==> src/rtl/dec_pkg.sv <==
package dec_pkg;
  localparam int unsigned DEC_XLEN = 64;
  localparam logic [63:0] DEC_SAVE_MASK = 64'hFFFF_FFFF_78FC_0FFF;
  localparam logic [63:0] DEC_STATE_MASK = 64'hFFFF_FFFF_FFFF_76CD;
  localparam logic [63:0] DEC_VECTOR = 64'h0000_0000_0000_0900;

  typedef enum logic [1:0] {
    CNT_HOLD   = 2'd0,
    CNT_LOAD   = 2'd1,
    CNT_REARM  = 2'd2,
    CNT_DEC    = 2'd3
  } cnt_op_e;
endpackage

==> src/rtl/dec_ctrl.sv <==
module dec_ctrl
  import dec_pkg::*;
(
  input  logic    clk,
  input  logic    rst,
  input  logic    retire_i,
  input  logic    wr_i,
  input  logic    wdata_nz_i,
  input  logic    cnt_zero_i,
  input  logic    accept_i,
  output cnt_op_e op_o,
  output logic    fire_o,
  output logic    pend_o
);
  logic pend_q, pend_d;
  logic fire;

  assign fire = pend_q & accept_i;

  // Priority: software write, then take/re-arm, then retirement.
  always_comb begin
    op_o   = CNT_HOLD;
    pend_d = pend_q;
    if (wr_i) begin
      op_o = CNT_LOAD;
      if (wdata_nz_i || fire) pend_d = 1'b0;
    end else if (fire) begin
      op_o   = CNT_REARM;
      pend_d = 1'b0;
    end else if (retire_i) begin
      if (cnt_zero_i) pend_d = 1'b1;
      else            op_o   = CNT_DEC;
    end
  end

  always_ff @(posedge clk) begin
    if (rst) pend_q <= 1'b0;
    else     pend_q <= pend_d;
  end

  assign fire_o = fire;
  assign pend_o = pend_q;

  p_expire_sets_r3: assert property (@(posedge clk) disable iff (rst)
    (retire_i && !wr_i && !fire && cnt_zero_i) |=> pend_q);

  p_take_clears_r8: assert property (@(posedge clk) disable iff (rst)
    fire |=> !pend_q);

  p_stall_holds_r10: assert property (@(posedge clk) disable iff (rst)
    (pend_q && !accept_i && !(wr_i && wdata_nz_i)) |=> pend_q);
endmodule

==> src/rtl/dec_counter.sv <==
module dec_counter
  import dec_pkg::*;
#(
  parameter int unsigned XLEN = DEC_XLEN
) (
  input  logic            clk,
  input  logic            rst,
  input  cnt_op_e         op_i,
  input  logic [XLEN-1:0] wdata_i,
  output logic [XLEN-1:0] cnt_o,
  output logic            zero_o
);
  localparam logic [XLEN-1:0] ALL_ONES = {XLEN{1'b1}};
  localparam logic [XLEN-1:0] ONE      = {{(XLEN-1){1'b0}}, 1'b1};

  logic [XLEN-1:0] cnt_q;

  always_ff @(posedge clk) begin
    if (rst) begin
      cnt_q <= ALL_ONES;
    end else begin
      case (op_i)
        CNT_LOAD:  cnt_q <= wdata_i;
        CNT_REARM: cnt_q <= ALL_ONES;
        CNT_DEC:   cnt_q <= cnt_q - ONE;
        default:   cnt_q <= cnt_q;
      endcase
    end
  end

  assign cnt_o  = cnt_q;
  assign zero_o = (cnt_q == '0);

  p_load_wins_r9: assert property (@(posedge clk) disable iff (rst)
    (op_i == CNT_LOAD) |=> cnt_q == $past(wdata_i));
endmodule

==> src/rtl/dec_entry.sv <==
module dec_entry
  import dec_pkg::*;
#(
  parameter int unsigned     XLEN       = DEC_XLEN,
  parameter logic [XLEN-1:0] SAVE_MASK  = DEC_SAVE_MASK,
  parameter logic [XLEN-1:0] STATE_MASK = DEC_STATE_MASK,
  parameter logic [XLEN-1:0] VECTOR     = DEC_VECTOR
) (
  input  logic            clk,
  input  logic            rst,
  input  logic            fire_i,
  input  logic [XLEN-1:0] pc_i,
  input  logic [XLEN-1:0] msr_i,
  output logic            take_o,
  output logic [XLEN-1:0] save0_o,
  output logic [XLEN-1:0] save1_o,
  output logic [XLEN-1:0] msr_o,
  output logic [XLEN-1:0] npc_o
);
  always_ff @(posedge clk) begin
    if (rst) begin
      take_o  <= 1'b0;
      save0_o <= '0;
      save1_o <= '0;
      msr_o   <= '0;
      npc_o   <= '0;
    end else begin
      take_o <= fire_i;
      if (fire_i) begin
        save0_o <= pc_i;
        save1_o <= msr_i & SAVE_MASK;
        msr_o   <= msr_i & STATE_MASK;
        npc_o   <= VECTOR;
      end
    end
  end

  p_save_pc_r4: assert property (@(posedge clk) disable iff (rst)
    fire_i |=> (take_o && save0_o == $past(pc_i)));

  p_state_cleared_r6: assert property (@(posedge clk) disable iff (rst)
    take_o |-> ((msr_o & ~STATE_MASK) == '0));
endmodule

==> src/rtl/dec_timer_irq.sv <==
module dec_timer_irq
  import dec_pkg::*;
#(
  parameter int unsigned     XLEN       = DEC_XLEN,
  parameter logic [XLEN-1:0] SAVE_MASK  = DEC_SAVE_MASK,
  parameter logic [XLEN-1:0] STATE_MASK = DEC_STATE_MASK,
  parameter logic [XLEN-1:0] VECTOR     = DEC_VECTOR
) (
  input  logic            clk,
  input  logic            rst,
  input  logic            retire_i,
  input  logic            sw_wr_i,
  input  logic [XLEN-1:0] sw_wdata_i,
  output logic [XLEN-1:0] rd_data_o,
  output logic            pending_o,
  input  logic            accept_i,
  input  logic [XLEN-1:0] pc_i,
  input  logic [XLEN-1:0] msr_i,
  output logic            take_o,
  output logic [XLEN-1:0] save0_o,
  output logic [XLEN-1:0] save1_o,
  output logic [XLEN-1:0] msr_o,
  output logic [XLEN-1:0] npc_o
);
  cnt_op_e op;
  logic    fire;
  logic    cnt_zero;

  dec_ctrl u_ctrl (
    .clk        (clk),
    .rst        (rst),
    .retire_i   (retire_i),
    .wr_i       (sw_wr_i),
    .wdata_nz_i (sw_wdata_i != '0),
    .cnt_zero_i (cnt_zero),
    .accept_i   (accept_i),
    .op_o       (op),
    .fire_o     (fire),
    .pend_o     (pending_o)
  );

  dec_counter #(.XLEN(XLEN)) u_cnt (
    .clk     (clk),
    .rst     (rst),
    .op_i    (op),
    .wdata_i (sw_wdata_i),
    .cnt_o   (rd_data_o),
    .zero_o  (cnt_zero)
  );

  dec_entry #(
    .XLEN       (XLEN),
    .SAVE_MASK  (SAVE_MASK),
    .STATE_MASK (STATE_MASK),
    .VECTOR     (VECTOR)
  ) u_entry (
    .clk     (clk),
    .rst     (rst),
    .fire_i  (fire),
    .pc_i    (pc_i),
    .msr_i   (msr_i),
    .take_o  (take_o),
    .save0_o (save0_o),
    .save1_o (save1_o),
    .msr_o   (msr_o),
    .npc_o   (npc_o)
  );

  p_decrement_r2: assert property (@(posedge clk) disable iff (rst)
    (retire_i && !sw_wr_i && !(pending_o && accept_i) && rd_data_o != '0)
      |=> rd_data_o == $past(rd_data_o) - 1'b1);

  p_rearm_r8: assert property (@(posedge clk) disable iff (rst)
    (pending_o && accept_i && !sw_wr_i) |=> (rd_data_o == {XLEN{1'b1}} && !pending_o));

  p_single_strobe_r4: assert property (@(posedge clk) disable iff (rst)
    take_o |=> !take_o);

  p_vector_r7: assert property (@(posedge clk) disable iff (rst)
    $rose(take_o) |-> npc_o == VECTOR);
endmodule

==> config.mk <==
export PLATFORM = sky130hd
export DESIGN_NAME = dec_timer_irq
export DESIGN_NICKNAME = d
export VERILOG_FILES = /design/src/rtl/dec_pkg.sv /design/src/rtl/dec_ctrl.sv /design/src/rtl/dec_counter.sv /design/src/rtl/dec_entry.sv /design/src/rtl/dec_timer_irq.sv
export SDC_FILE = /design/constraint.sdc
export NUM_CORES = 1
export LEC_CHECK = 0
export BUFFER_PORTS_ARGS = -buffer_cell sky130_fd_sc_hd__buf_2
export CORE_ASPECT_RATIO = 0.5
export CORE_MARGIN = 3
export CORE_UTILIZATION = 25
export CTS_CLUSTER_SIZE = 14
export DETAILED_ROUTE_END_ITERATION = 6
export SLEW_MARGIN = 20
export SYNTH_ARGS = -nofsm -noshare
export SYNTH_HDL_FRONTEND = slang
export SYNTH_SLANG_ARGS = --single-unit
==> constraint.sdc <==
create_clock -name clk -period 3 [get_ports clk]
set_input_delay 0.15 -clock clk [delete_from_list [all_inputs] [get_ports clk]]
set_output_delay 0.15 -clock clk [all_outputs]
set_load 0.05 [all_outputs]
==> results of run 1 <==
==> power by group <==
part	total [mW]	internal (mW)	switching, mW
sequential	2.72	2.63	0.0894
clock	2.37	1.19	1.18
combinational	1.16	0.380	0.783
total	6.25	4.20	2.05
==> path summary, 6_finish.rpt <==
path | slack [ns] | to | cells after the start | start
setup / recovery | 0.18 | u_cnt.cnt_o[0] | 6 | u_cnt.cnt_o[19]
hold / removal | 0.03 | u_cnt.cnt_o[10] | 3 | sw_wdata_i[10]
setup reg to reg | 0.18 | u_cnt.cnt_o[0] | 6 | u_cnt.cnt_o[19]
hold reg to reg | 0.45 | u_entry.save0_o[22] | 2 | u_entry.save0_o[22]
==> layer usage <==
metal | vias to the layer above | part of all wire (%) | track usage (%)
met5 | - | 0 | 0
met4 | 0 | 2.6 | 6.66
met3 | 63 | 5.4 | 3.75
met2 | 408 | 50 | 33.1
met1 | 5309 | 42 | 26.2
li1 | 5194 | - | -
==> state kept, by name, summed over array words and instances, names as in the netlist <==
signal	flops
u_entry.save1_o	54
u_ctrl.pend_o	1
u_entry.save0_o	64
u_entry.take_o	1
u_entry.npc_o	1
u_entry.msr_o	9
u_cnt.cnt_o	64
==> Yosys cell counts (12+ instances only) <==
cell type	instances
sky130_fd_sc_hd__or3_1	13
sky130_fd_sc_hd__nand3_1	22
sky130_fd_sc_hd__xor2_1	12
sky130_fd_sc_hd__a21oi_1	178
sky130_fd_sc_hd__dfxtp_1	194
sky130_fd_sc_hd__o21ai_1	28
sky130_fd_sc_hd__o21ai_0	28
sky130_fd_sc_hd__clkbuf_1	53
sky130_fd_sc_hd__nor4_1	32
sky130_fd_sc_hd__nor2_1	83
sky130_fd_sc_hd__nand2_1	288
sky130_fd_sc_hd__o22ai_1	15
sky130_fd_sc_hd__nand4_1	15
sky130_fd_sc_hd__nor3_1	32
sky130_fd_sc_hd__buf_4	128
==> metrics by stage <==
stage | cell area [sq um] | worst slack (ns)
after CTS | 13800 | 0.219
after detailed placement | 11700 | 0.231
final | 13800 | 0.180
after global routing | 13800 | 0.0582
after global placement | 11700 | 0.290
after floorplan | 9790 | 0.225
==> worst max-delay path: cells and delay by family, from the launching register on <==
family | cells | cell delay (ns)
AND/OR/NAND/NOR | 3 | 1.33
AO/OA/AOI/OAI | 3 | 0.96
flip-flops | 1 | 0.40
==> logic make-up (layout without fill, tap and decap cells) <==
| group | count (synthesis) | after routing | synth area share (%) |
|---|---|---|---|
| XOR/XNOR | 20 | 20 | 1.84 |
| adder cells (fa/ha/maj) | 1 | 1 | 0.132 |
| flip-flops | 194 | 194 | 40.9 |
| buffers and inverters | 203 | 668 | 13.3 |
| AND/OR/NAND/NOR | 530 | 530 | 25.7 |
| other | 1 | 80 | 0.0395 |
| AO/OA/AOI/OAI | 305 | 305 | 18.1 |
==> final cells by class <==
type                            instances  area (sq um)  share of cell area, %
Antenna cell                            2          5.00                 0.0362
Sequential cell                       194          3880                   28.1
Timing Repair Buffer                  628          4040                   29.2
Inverter                                8          30.0                  0.217
Multi-Input combinational cell        934          4670                   33.8
Clock inverter                         14           156                   1.13
Tap cell                              484           606                   4.38
Clock buffer                           18           429                   3.10
==> results.md, run 1 <==
* Count of synthesis-stage warnings from yosys at 0
* Clock tree from TritonCTS: built
* Unrepaired setup endpoints after global routing: no
* Tightest Pin Transition at ~0.99 ns
* I/O pin total at 519
* Count of cells resized by post-cts repair at 0
* Die Wd at 282 um
* Sequential fraction of the synthesis area at between 40% and 50%
* 1st-pass router iterations at 5
* DRC at 0
* First-pass GRT wire length at 61300 um
* H-Tree Level Count at 4
* Effective utilization at floorplan at 25.9%
* Arrival @ worst endpoint at 3.15 ns
* Ratio of cells with drive above 1 in the final layout at 29.2%
* Power, Total at 6.25 mW
* # port buffers at 439
* Lkg Pwr at about 6 nW
* CP cell instances: nor4_4, nand4_1, or4_4, o21ai_2, o21ai_0, a31oi_1
* Final count of negative-setup-slack endpoints at 0
* Largest area contributor in the synthesized netlist: sky130_fd_sc_hd__dfxtp_1
* Max-cap check violation count at 0
* Endpoints failing hold at 0
* Instance count after placement with tap cells included at 2095
* Synthesized instance count at between 1k and 1.5k
* Slowest library cell on the worst path: sky130_fd_sc_hd__or4_4
* Worst EP required at roughly 3.3 ns
* Number of buffers between clock root and the deepest sink at 2
* Area contributors post-synth: sky130_fd_sc_hd__dfxtp_1, sky130_fd_sc_hd__nand2_1, sky130_fd_sc_hd__buf_4
* Leading cell type in the layout, fill and taps excluded: sky130_fd_sc_hd__buf_2
* Crit path kind: register to register
* Proportion of netlist area held by the largest area contributor at 40.9%
* Count of state elements after synthesis at between 150 and 200
* Nets@finish at ~2.0k
* Remaining number of nets flagged by the antenna check after routing at 0
* Total GRT Usage at 19.9%
* Worst-case vdd ir drop at ~0.36 mV
* Non-filler instance count after layout at 2282
* Die footprint at 0.0405 sq mm
* Tmin final at approximately 2.8 ns
* Sum Neg Setup Slack at 0 ns
* Final worst-path cycle share at 94.0%
* Synth-to-layout area growth at 45.5%
* Longest individual stage delay on the worst path at just under 0.6 ns
* DRC marker count from the first detailed-route iteration at 920
* Clk_skew at 0.0209 ns
* Share of async-settable or async-resettable flops after synthesis at 0%
* Via count at 11.0k
* Core area at 0.0367 sq mm
* Library cells used by synthesis at 63
* Total number of placement rows at 49
* Number of buffers created by CTS at 17
* Skew-Pair Late Insertion Delay at 0.46 ns
* Final weighted congestion in routability-driven placement at 0.885
* Initial antenna violation count at 1
* Avg WL per Cell at 19.0 um
* Area of the mapped netlist at 0.00950 sq mm
* Status: finished clean
* Final Hold Slack at 0.0305 ns
* Ys flop type: sky130_fd_sc_hd__dfxtp_1
* Class of the tightest hold or removal check: input pin to register
* Count of pins over their slew limit at 0
* Die Span Y at between 100 and 150 um
* Number of global-route vias before repair at approximately 9.8k
* Top achievable clock speed at about 0.35 GHz
* Post-detailed-route via-to-cell ratio at 4.81
* EDFF count, synth at 0
* Pin count of the biggest net entering global routing at 129
* Residual overflow from global routing at 0
* Clock slew seen by the registers of the worst setup and hold paths at 0.08 ns
* Worst slew margin relative to its limit at 33.8%
* Total power divided by cell area at 452 mW/mm^2
* Crit Path Max Fanout at 9
* Fill cells at 3810
* Post-CTS Setup Repair Bufs at 0
* Most frequent cells in the layout: sky130_fd_sc_hd__buf_2, sky130_fd_sc_hd__nand2_1, sky130_fd_sc_hd__dfxtp_1
* Critical path launch point type: register
* HPWL Detailed at 31900 um
* Clk Tree Root Cell: sky130_fd_sc_hd__clkbuf_16
* Final wirelength at 43300 um
* Nature of the critical path endpoint: register
* Avg Synthesized Cell Area at 7.58 sq um
* Number of buffers inserted by hold repair at cts at 152
* Final core utilization at 37.7%
* CTS Sinks at roughly 190
(Power assumes the default switching activity.)
==> run 2, diff against run 1 <==
Settings changed: BUFFER_PORTS_ARGS -buffer_cell sky130_fd_sc_hd__buf_2 to not set, DONT_BUFFER_PORTS set to 1.
==> run 2 against run 1 <==
  * Non-clock buffer count decreased by 314
  * Utilization decreased by 3.0 points
  * Routed wire length decreased by 2.0%
  * Hold slack about the same
  * Power decreased by 0.30%
  * Die area unchanged
  * Design area decreased by 8.1%
  * Combinational power about the same
  * Critical path type unchanged
  * Critical endpoint is now u_cnt.cnt_o[52]
  * Largest cell class unchanged
==> results.md, run 2 (same netlist as run 1, synthesis figures left out) <==
* Status: finished clean
* Slowest library cell on the worst path: sky130_fd_sc_hd__nor2_1
* Total GRT Usage at roughly a fifth
* Most frequent cells in the layout: sky130_fd_sc_hd__nand2_1, sky130_fd_sc_hd__dfxtp_1, sky130_fd_sc_hd__dlygate4sd3_1
* Sum Neg Setup Slack at 0 ns
* Worst slack, placed at approximately 0.29 ns
* Core area at 0.0367 sq mm
* # port buffers at 0
* Die footprint at 0.0405 sq mm
* Clock slew seen by the registers of the worst setup and hold paths at 0.07 ns
* H-Tree Level Count at 4
* Synth-to-layout area growth at 33.8%
* Nature of the critical path endpoint: register
* Tmin final at 2.77 ns
* Initial antenna violation count at 2
* Clock tree from TritonCTS: built
* Crit Path Max Fanout at 11
* Clk Tree Root Cell: sky130_fd_sc_hd__clkbuf_16
* I/O pin total at just over 500
* CP cell instances: inv_1, ha_1, nor4b_1, nand4_1, nor4_2, buf_4, a21o_1, buf_4, nor2_1, o21ai_0, o31a_1
* Count of pins over their slew limit at 0
* Non-filler instance count after layout at 1971
* Number of global-route vias before repair at approximately 8.9k
* Die Span Y at roughly 140 um
* Skew-Pair Late Insertion Delay at roughly 0.45 ns
* Die Wd at 282 um
* HPWL Detailed at 30200 um
* Leading cell type in the layout, fill and taps excluded: sky130_fd_sc_hd__nand2_1
* Longest individual stage delay on the worst path at between 0.6 and 0.7 ns
* Final worst-path cycle share at 92.5%
* Arrival @ worst endpoint at between 3 and 4 ns
* Tightest Pin Transition at between 1 and 1.5 ns
* Worst slew margin relative to its limit at 25.4%
* Most repeated library cell on the critical path: sky130_fd_sc_hd__buf_4
* Final weighted congestion in routability-driven placement at 0.986
* Instance count after placement with tap cells included at 1742
* Worst EP required at 3.33 ns
* Area of all placed cells without fillers at about 0.013 sq mm
* Effective utilization at floorplan at 25.9%
* Final wirelength at 42400 um
* Lkg Pwr at roughly 4.5 nW
* Top achievable clock speed at between 0.3 and 0.4 GHz
* Final count of negative-setup-slack endpoints at 0
* Avg WL per Cell at approximately 22 um
* 1st-pass router iterations at 7
* Residual overflow from global routing at 0
* Nets@finish at 1667
* Ratio of cells with drive above 1 in the final layout at 11.7%
* Clk_skew at ~0.011 ns
* Pin count of the biggest net entering global routing at 144
* Max-cap check violation count at 0
* Worst-case vdd ir drop at 0.339 mV
* Number of buffers between clock root and the deepest sink at 2
* Final setup margin at ~0.23 ns
* Critical path launch point type: register
* Cell area after placement at 0.0101 sq mm
* DRC marker count from the first detailed-route iteration at between 1k and 1.5k
* Total number of placement rows at 49
* Class of the tightest hold or removal check: input pin to register
* Total power divided by cell area at approximately 490 mW/mm^2
* First-pass GRT wire length at 58100 um
* Via count at 10.0k
* Crit path kind: register to register
* Remaining number of nets flagged by the antenna check after routing at 0
* Post-detailed-route via-to-cell ratio at 5.09
* DRC at 0
* Number of buffers created by CTS at 17
* CTS Sinks at 194
* Unrepaired setup endpoints after global routing: no
* Post-CTS Setup Repair Bufs at 0
* Endpoints failing hold at 0
==> run 2: changes by cell type in the layout (fill, tap and decap cells not counted), sizes merged <==
cell / before / now
buf: 476 / 124
clkbuf: 18 / 17
clkinv: 2 / 6
clkinvlp: 2 / 1
diode: 2 / 5
dlygate4sd3: 152 / 190
inv: 17 / 15
==> run 2: cell type report <==
class,count,area [sq um]
Clock inverter,15,184
Inverter,8,30.0
Clock buffer,17,425
Tap cell,484,606
Multi-Input combinational cell,934,4670
Fill cell,3783,24000
Timing Repair Buffer,314,2900
Sequential cell,194,3880
Antenna cell,5,12.5
==> run 2: what timing repair did <==
| action | 4_1_cts | 5_1_grt |
|---|---|---|
| setup endpoints to repair | 0 | 0 |
| hold buffers | 191 | 0 |
| endpoints found under the hold margin | 192 | 0 |
| gates resized for setup | 0 | 0 |
==> run 2: path summary, 6_finish.rpt <==
kind | cells after the start | startpoint | slack (ns) | endpoint
max | 11 | u_cnt.cnt_o[0] | 0.23 | u_cnt.cnt_o[52]
max reg2reg | 11 | u_cnt.cnt_o[0] | 0.23 | u_cnt.cnt_o[52]
min reg2reg | 2 | u_entry.save1_o[18] | 0.46 | u_entry.save1_o[18]
min | 3 | sw_wdata_i[2] | 0.03 | u_cnt.cnt_o[2]
==> run 2: worst max-delay path: cells and delay by family, from the launching register on <==
kind            cells  cell delay (ns)
simple gates        4             1.12
compound gates      3             0.55
buf+inv             3             0.42
flops               1             0.36
fa+ha+maj           1             0.20
==> run 2: where the power goes <==
group	total (mW)	internal, mW	switching [mW]
Combinational	1.13	0.352	0.774
Sequential	2.68	2.63	0.0472
Clock	2.43	1.21	1.22
==> run 2: per-layer routing <==
| layer | share of wire, % | vias to the layer above | routed length [um] | GRT usage [%] |
|---|---|---|---|---|
| met1 | 41 | 4858 | 17400 | 25.2 |
| met5 | 0 | - | 0 | 0 |
| met4 | 3.5 | 0 | 1500 | 7.18 |
| met2 | 48 | 483 | 20500 | 31.8 |
| met3 | 7.1 | 114 | 3020 | 4.16 |
| li1 | - | 4574 | - | - |
==> run 2: metrics by stage <==
step / util (%) / hold WS, ns / total power [mW]
2_1_floorplan: - / 0.265 / 3.47
3_3_place_gp: 27.6 / 0.239 / 3.58
3_5_place_dp: 27.6 / 0.238 / 3.59
4_1_cts: 34.6 / 0.000568 / 6.28
5_1_grt: 34.6 / 0.0287 / 6.44
6_report: 34.7 / 0.0306 / 6.23
==> run 3, diff against run 2 <==
Settings changed: CORE_AREA set to 3 3 199 201, CORE_ASPECT_RATIO 0.5 to not set, CORE_MARGIN 3 to not set, CORE_UTILIZATION 25 to not set, DIE_AREA set to 0 0 202 204, REMOVE_ABC_BUFFERS set to 1, SYNTH_HIERARCHICAL set to 1.
==> run 3 against run 2 <==
  * The run now ends with setup timing left
  * Synthesized area up 4.9%
  * Register-to-register slack got worse by 0.44 ns
  * Sequential share of layout area fell by 2.7 points
  * Cell count decreased by 4.0%
  * Critical endpoint is now u_cnt/cnt_o[26]
  * First-iteration DRC count fell by 8.6%
  * Largest power group unchanged
  * Non-clock buffer count is 42 higher
  * Clock-buffer cell count is 2 higher
  * Die area is 1.7% higher
==> results.md, run 3 <==
* Ys flop type: sky130_fd_sc_hd__dfxtp_1
* Effective utilization at floorplan at 26.4%
* Wl on met1 at 14900 um
* Die Wd at around 200 um
* Final count of negative-setup-slack endpoints at 58
* Largest area contributor in the synthesized netlist: sky130_fd_sc_hd__dfxtp_1
* Final worst-path cycle share at 107%
* Die Span Y at 204 um
* Residual overflow from global routing at 0
* Initial antenna violation count at 2
* H-Tree Level Count at 4
* Crit path kind: register to register
* Number of cells on the worst reg-to-reg path at 12
* Area of all placed cells without fillers at 0.0139 sq mm
* Worst-case vdd ir drop at 0.392 mV
* Proportion of netlist area held by the largest area contributor at 39.0%
* Synth-to-layout area growth at 39.8%
* Tightest Pin Transition at 1.06 ns
* Top metal layer carrying routed signals: met4
* Die footprint at 0.0412 sq mm
* Length of routed met2 wiring at approximately 21000 um
* Arrival @ worst endpoint at between 3 and 4 ns
* Via count at 9342
* Clk Tree Root Cell: sky130_fd_sc_hd__clkbuf_16
* CP cell instances: or4_4, or3_4, nor3_4, nand2_1, nor4b_2, buf_4, nand2b_4, a21oi_4, or2_4, buf_12, o21a_1, o32a_1
* Commonest cells post-synth: sky130_fd_sc_hd__dfxtp_1, sky130_fd_sc_hd__nor2_1, sky130_fd_sc_hd__mux2i_1, sky130_fd_sc_hd__buf_4, sky130_fd_sc_hd__o21ai_0
* First-pass GRT wire length at 58300 um
* Cell area after placement at 0.0107 sq mm
* Total power divided by cell area at approximately 460 mW/mm^2
* Lkg Pwr at between 5 and 6 nW
* Number of buffers between clock root and the deepest sink at 2
* Sequential fraction of the synthesis area at 39.0%
* HPWL Detailed at 28500 um
* Failing checks: setup timing
* Sum of met3 wire segment lengths after detailed routing at 4050 um
* Max-cap check violation count at 0
* Clock slew seen by the registers of the worst setup and hold paths at 0.08 ns
* Skew-Pair Late Insertion Delay at 0.44 ns
* Unrepaired setup endpoints after global routing: yes
* Final setup margin at -0.210 ns
* Clock tree from TritonCTS: built
* Total GRT Usage at a little under a fifth
* DRC at 0
* Count of pins over their slew limit at 0
* Leading cell type in the layout, fill and taps excluded: sky130_fd_sc_hd__dfxtp_1
* Nets@finish at 1566
* Total number of placement rows at 71
* Synthesized instance count at 1110
* # port buffers at 0
* Number of global-route vias before repair at between 9k and 10k
* Worst slew margin relative to its limit at 28.9%
* Clk_skew at 0.00813 ns
* Count of state elements after synthesis at 194
* I/O pin total at a little over 500
* Most common cell in the synthesized netlist: sky130_fd_sc_hd__dfxtp_1
* 1st-pass router iterations at 5
* Area of the mapped netlist at about 0.010 sq mm
* Worst slack, placed at -0.473 ns
* Final core utilization at 36.9%
* Final weighted congestion in routability-driven placement at 0.844
* Avg WL per Cell at 21.7 um
* Longest individual stage delay on the worst path at 0.53 ns
* Avg Synthesized Cell Area at 8.97 sq um
* Library cells used by synthesis at 71
* Slowest library cell on the worst path: sky130_fd_sc_hd__or4_4
* Core area at 0.0378 sq mm
* DRC marker count from the first detailed-route iteration at around 940
* Status: finished with violations
* Critical path launch point type: register
* Nature of the critical path endpoint: register
* Area contributors post-synth: sky130_fd_sc_hd__dfxtp_1, sky130_fd_sc_hd__mux2i_1, sky130_fd_sc_hd__buf_4
* Final wirelength at 41000 um
* Tmin final at 3.21 ns
* Share of async-settable or async-resettable flops after synthesis at 0%
* Endpoints failing hold at 0
* EDFF count, synth at 0
* Power, Total at about 6.4 mW
* Ratio of cells with drive above 1 in the final layout at 21.6%
* Pin count of the biggest net entering global routing at 141
* Number of buffers created by CTS at 17
* Class of the tightest hold or removal check: input pin to register
* Count of synthesis-stage warnings from yosys at 6
* Number of cells on the worst hold path at 3
* Most frequent cells in the layout: sky130_fd_sc_hd__dfxtp_1, sky130_fd_sc_hd__dlygate4sd3_1, sky130_fd_sc_hd__nor2_1
* Remaining number of nets flagged by the antenna check after routing at 0
* Crit Path Max Fanout at 7
* CTS Sinks at 194
* Worst EP required at between 3 and 4 ns
* Post-detailed-route via-to-cell ratio at 4.94
* Top achievable clock speed at 0.312 GHz
## run 3: cell count changes in the layout (fill, tap and decap cells not counted), sizes merged, moves of 5 or more
cell and delta:
buf +41, a22oi +20, nor2 +92, xnor2 +5, o211ai -6, nand2 -246, o21ai -14, or2 +8
a2bb2oi -6, mux2i +147, a21oi -143, clkbuf +5
## run 3: where the power goes
part           total, mW  internal, mW  switching, mW
Clock               2.45          1.37           1.07
Combinational       1.26         0.437          0.818
Sequential          2.67          2.63         0.0331
Total               6.37          4.44           1.93
## run 3: worst max-delay path, delay by kind of cell (launching register included)
kind	cells	cell delay [ns]
AND/OR/NAND/NOR	7	1.99
AO/OA/AOI/OAI	3	0.48
flip-flops	1	0.33
buffers and inverters	2	0.31
## run 3: cells by family (layout without fill, tap and decap cells)
group | count (synthesis) | count (layout) | share of synthesized area (%)
DFF | 194 | 194 | 39.0
AOI/OAI and AO/OA | 158 | 158 | 10.2
buffers and inverters | 203 | 396 | 14.6
other | 1 | 79 | 0.0376
and+or+nand+nor | 383 | 384 | 19.3
adders and majority gates | 1 | 1 | 0.126
xor gates and xnor gates | 22 | 22 | 1.93
muxes | 148 | 148 | 14.9
## run 3: final timing paths
path	startpoint	endpoint	slack (ns)
worst max-delay path	u_cnt/cnt_o[21]	u_cnt/cnt_o[26]	-0.21
worst min-delay path	sw_wdata_i[15]	u_cnt/cnt_o[15]	0.02
worst max register to register	u_cnt/cnt_o[21]	u_cnt/cnt_o[26]	-0.21
worst min register to register	u_entry/msr_o[43]	u_entry/msr_o[43]	0.50
## run 3: final cells by class
cell class | instances | area (sq um)
fillers | 3783 | 23800
multi-input cells | 791 | 5320
flip-flops and latches | 194 | 3880
repair buffers | 356 | 3430
well taps | 511 | 639
clock buffers | 19 | 453
clock inverters | 13 | 171
inverters | 8 | 35.0
diodes | 1 | 2.50
## run 3: metal layers
layer / up-vias / GRT usage, %
met3: 65 / 5.41
met4: 0 / 6.11
met2: 545 / 33.3
met5: - / 0
li1: 4221 / -
met1: 4511 / 21.2
## run 3: stage by stage
stage / instances / TNS [ns] / hold WS, ns
after global routing: 1893 / -14.48 / 0.0370
after CTS: 1887 / -1.40 / 0.00330
after floorplan: 992 / -551.48 / 0.212
after global placement: 1654 / -23.98 / 0.236
after detailed placement: 1654 / -24.97 / 0.239
final: 1893 / -5.28 / 0.0188
## run 3: repair_timing
item | CTS | global route
cloned | 2 | 3
resized for setup | 63 | 76
setup endpoints to repair | 64 | 64
pin swaps | 12 | 10
setup buffers | 11 | 3
hold buffers | 188 | 0
hold endpoints to repair | 189 | 0
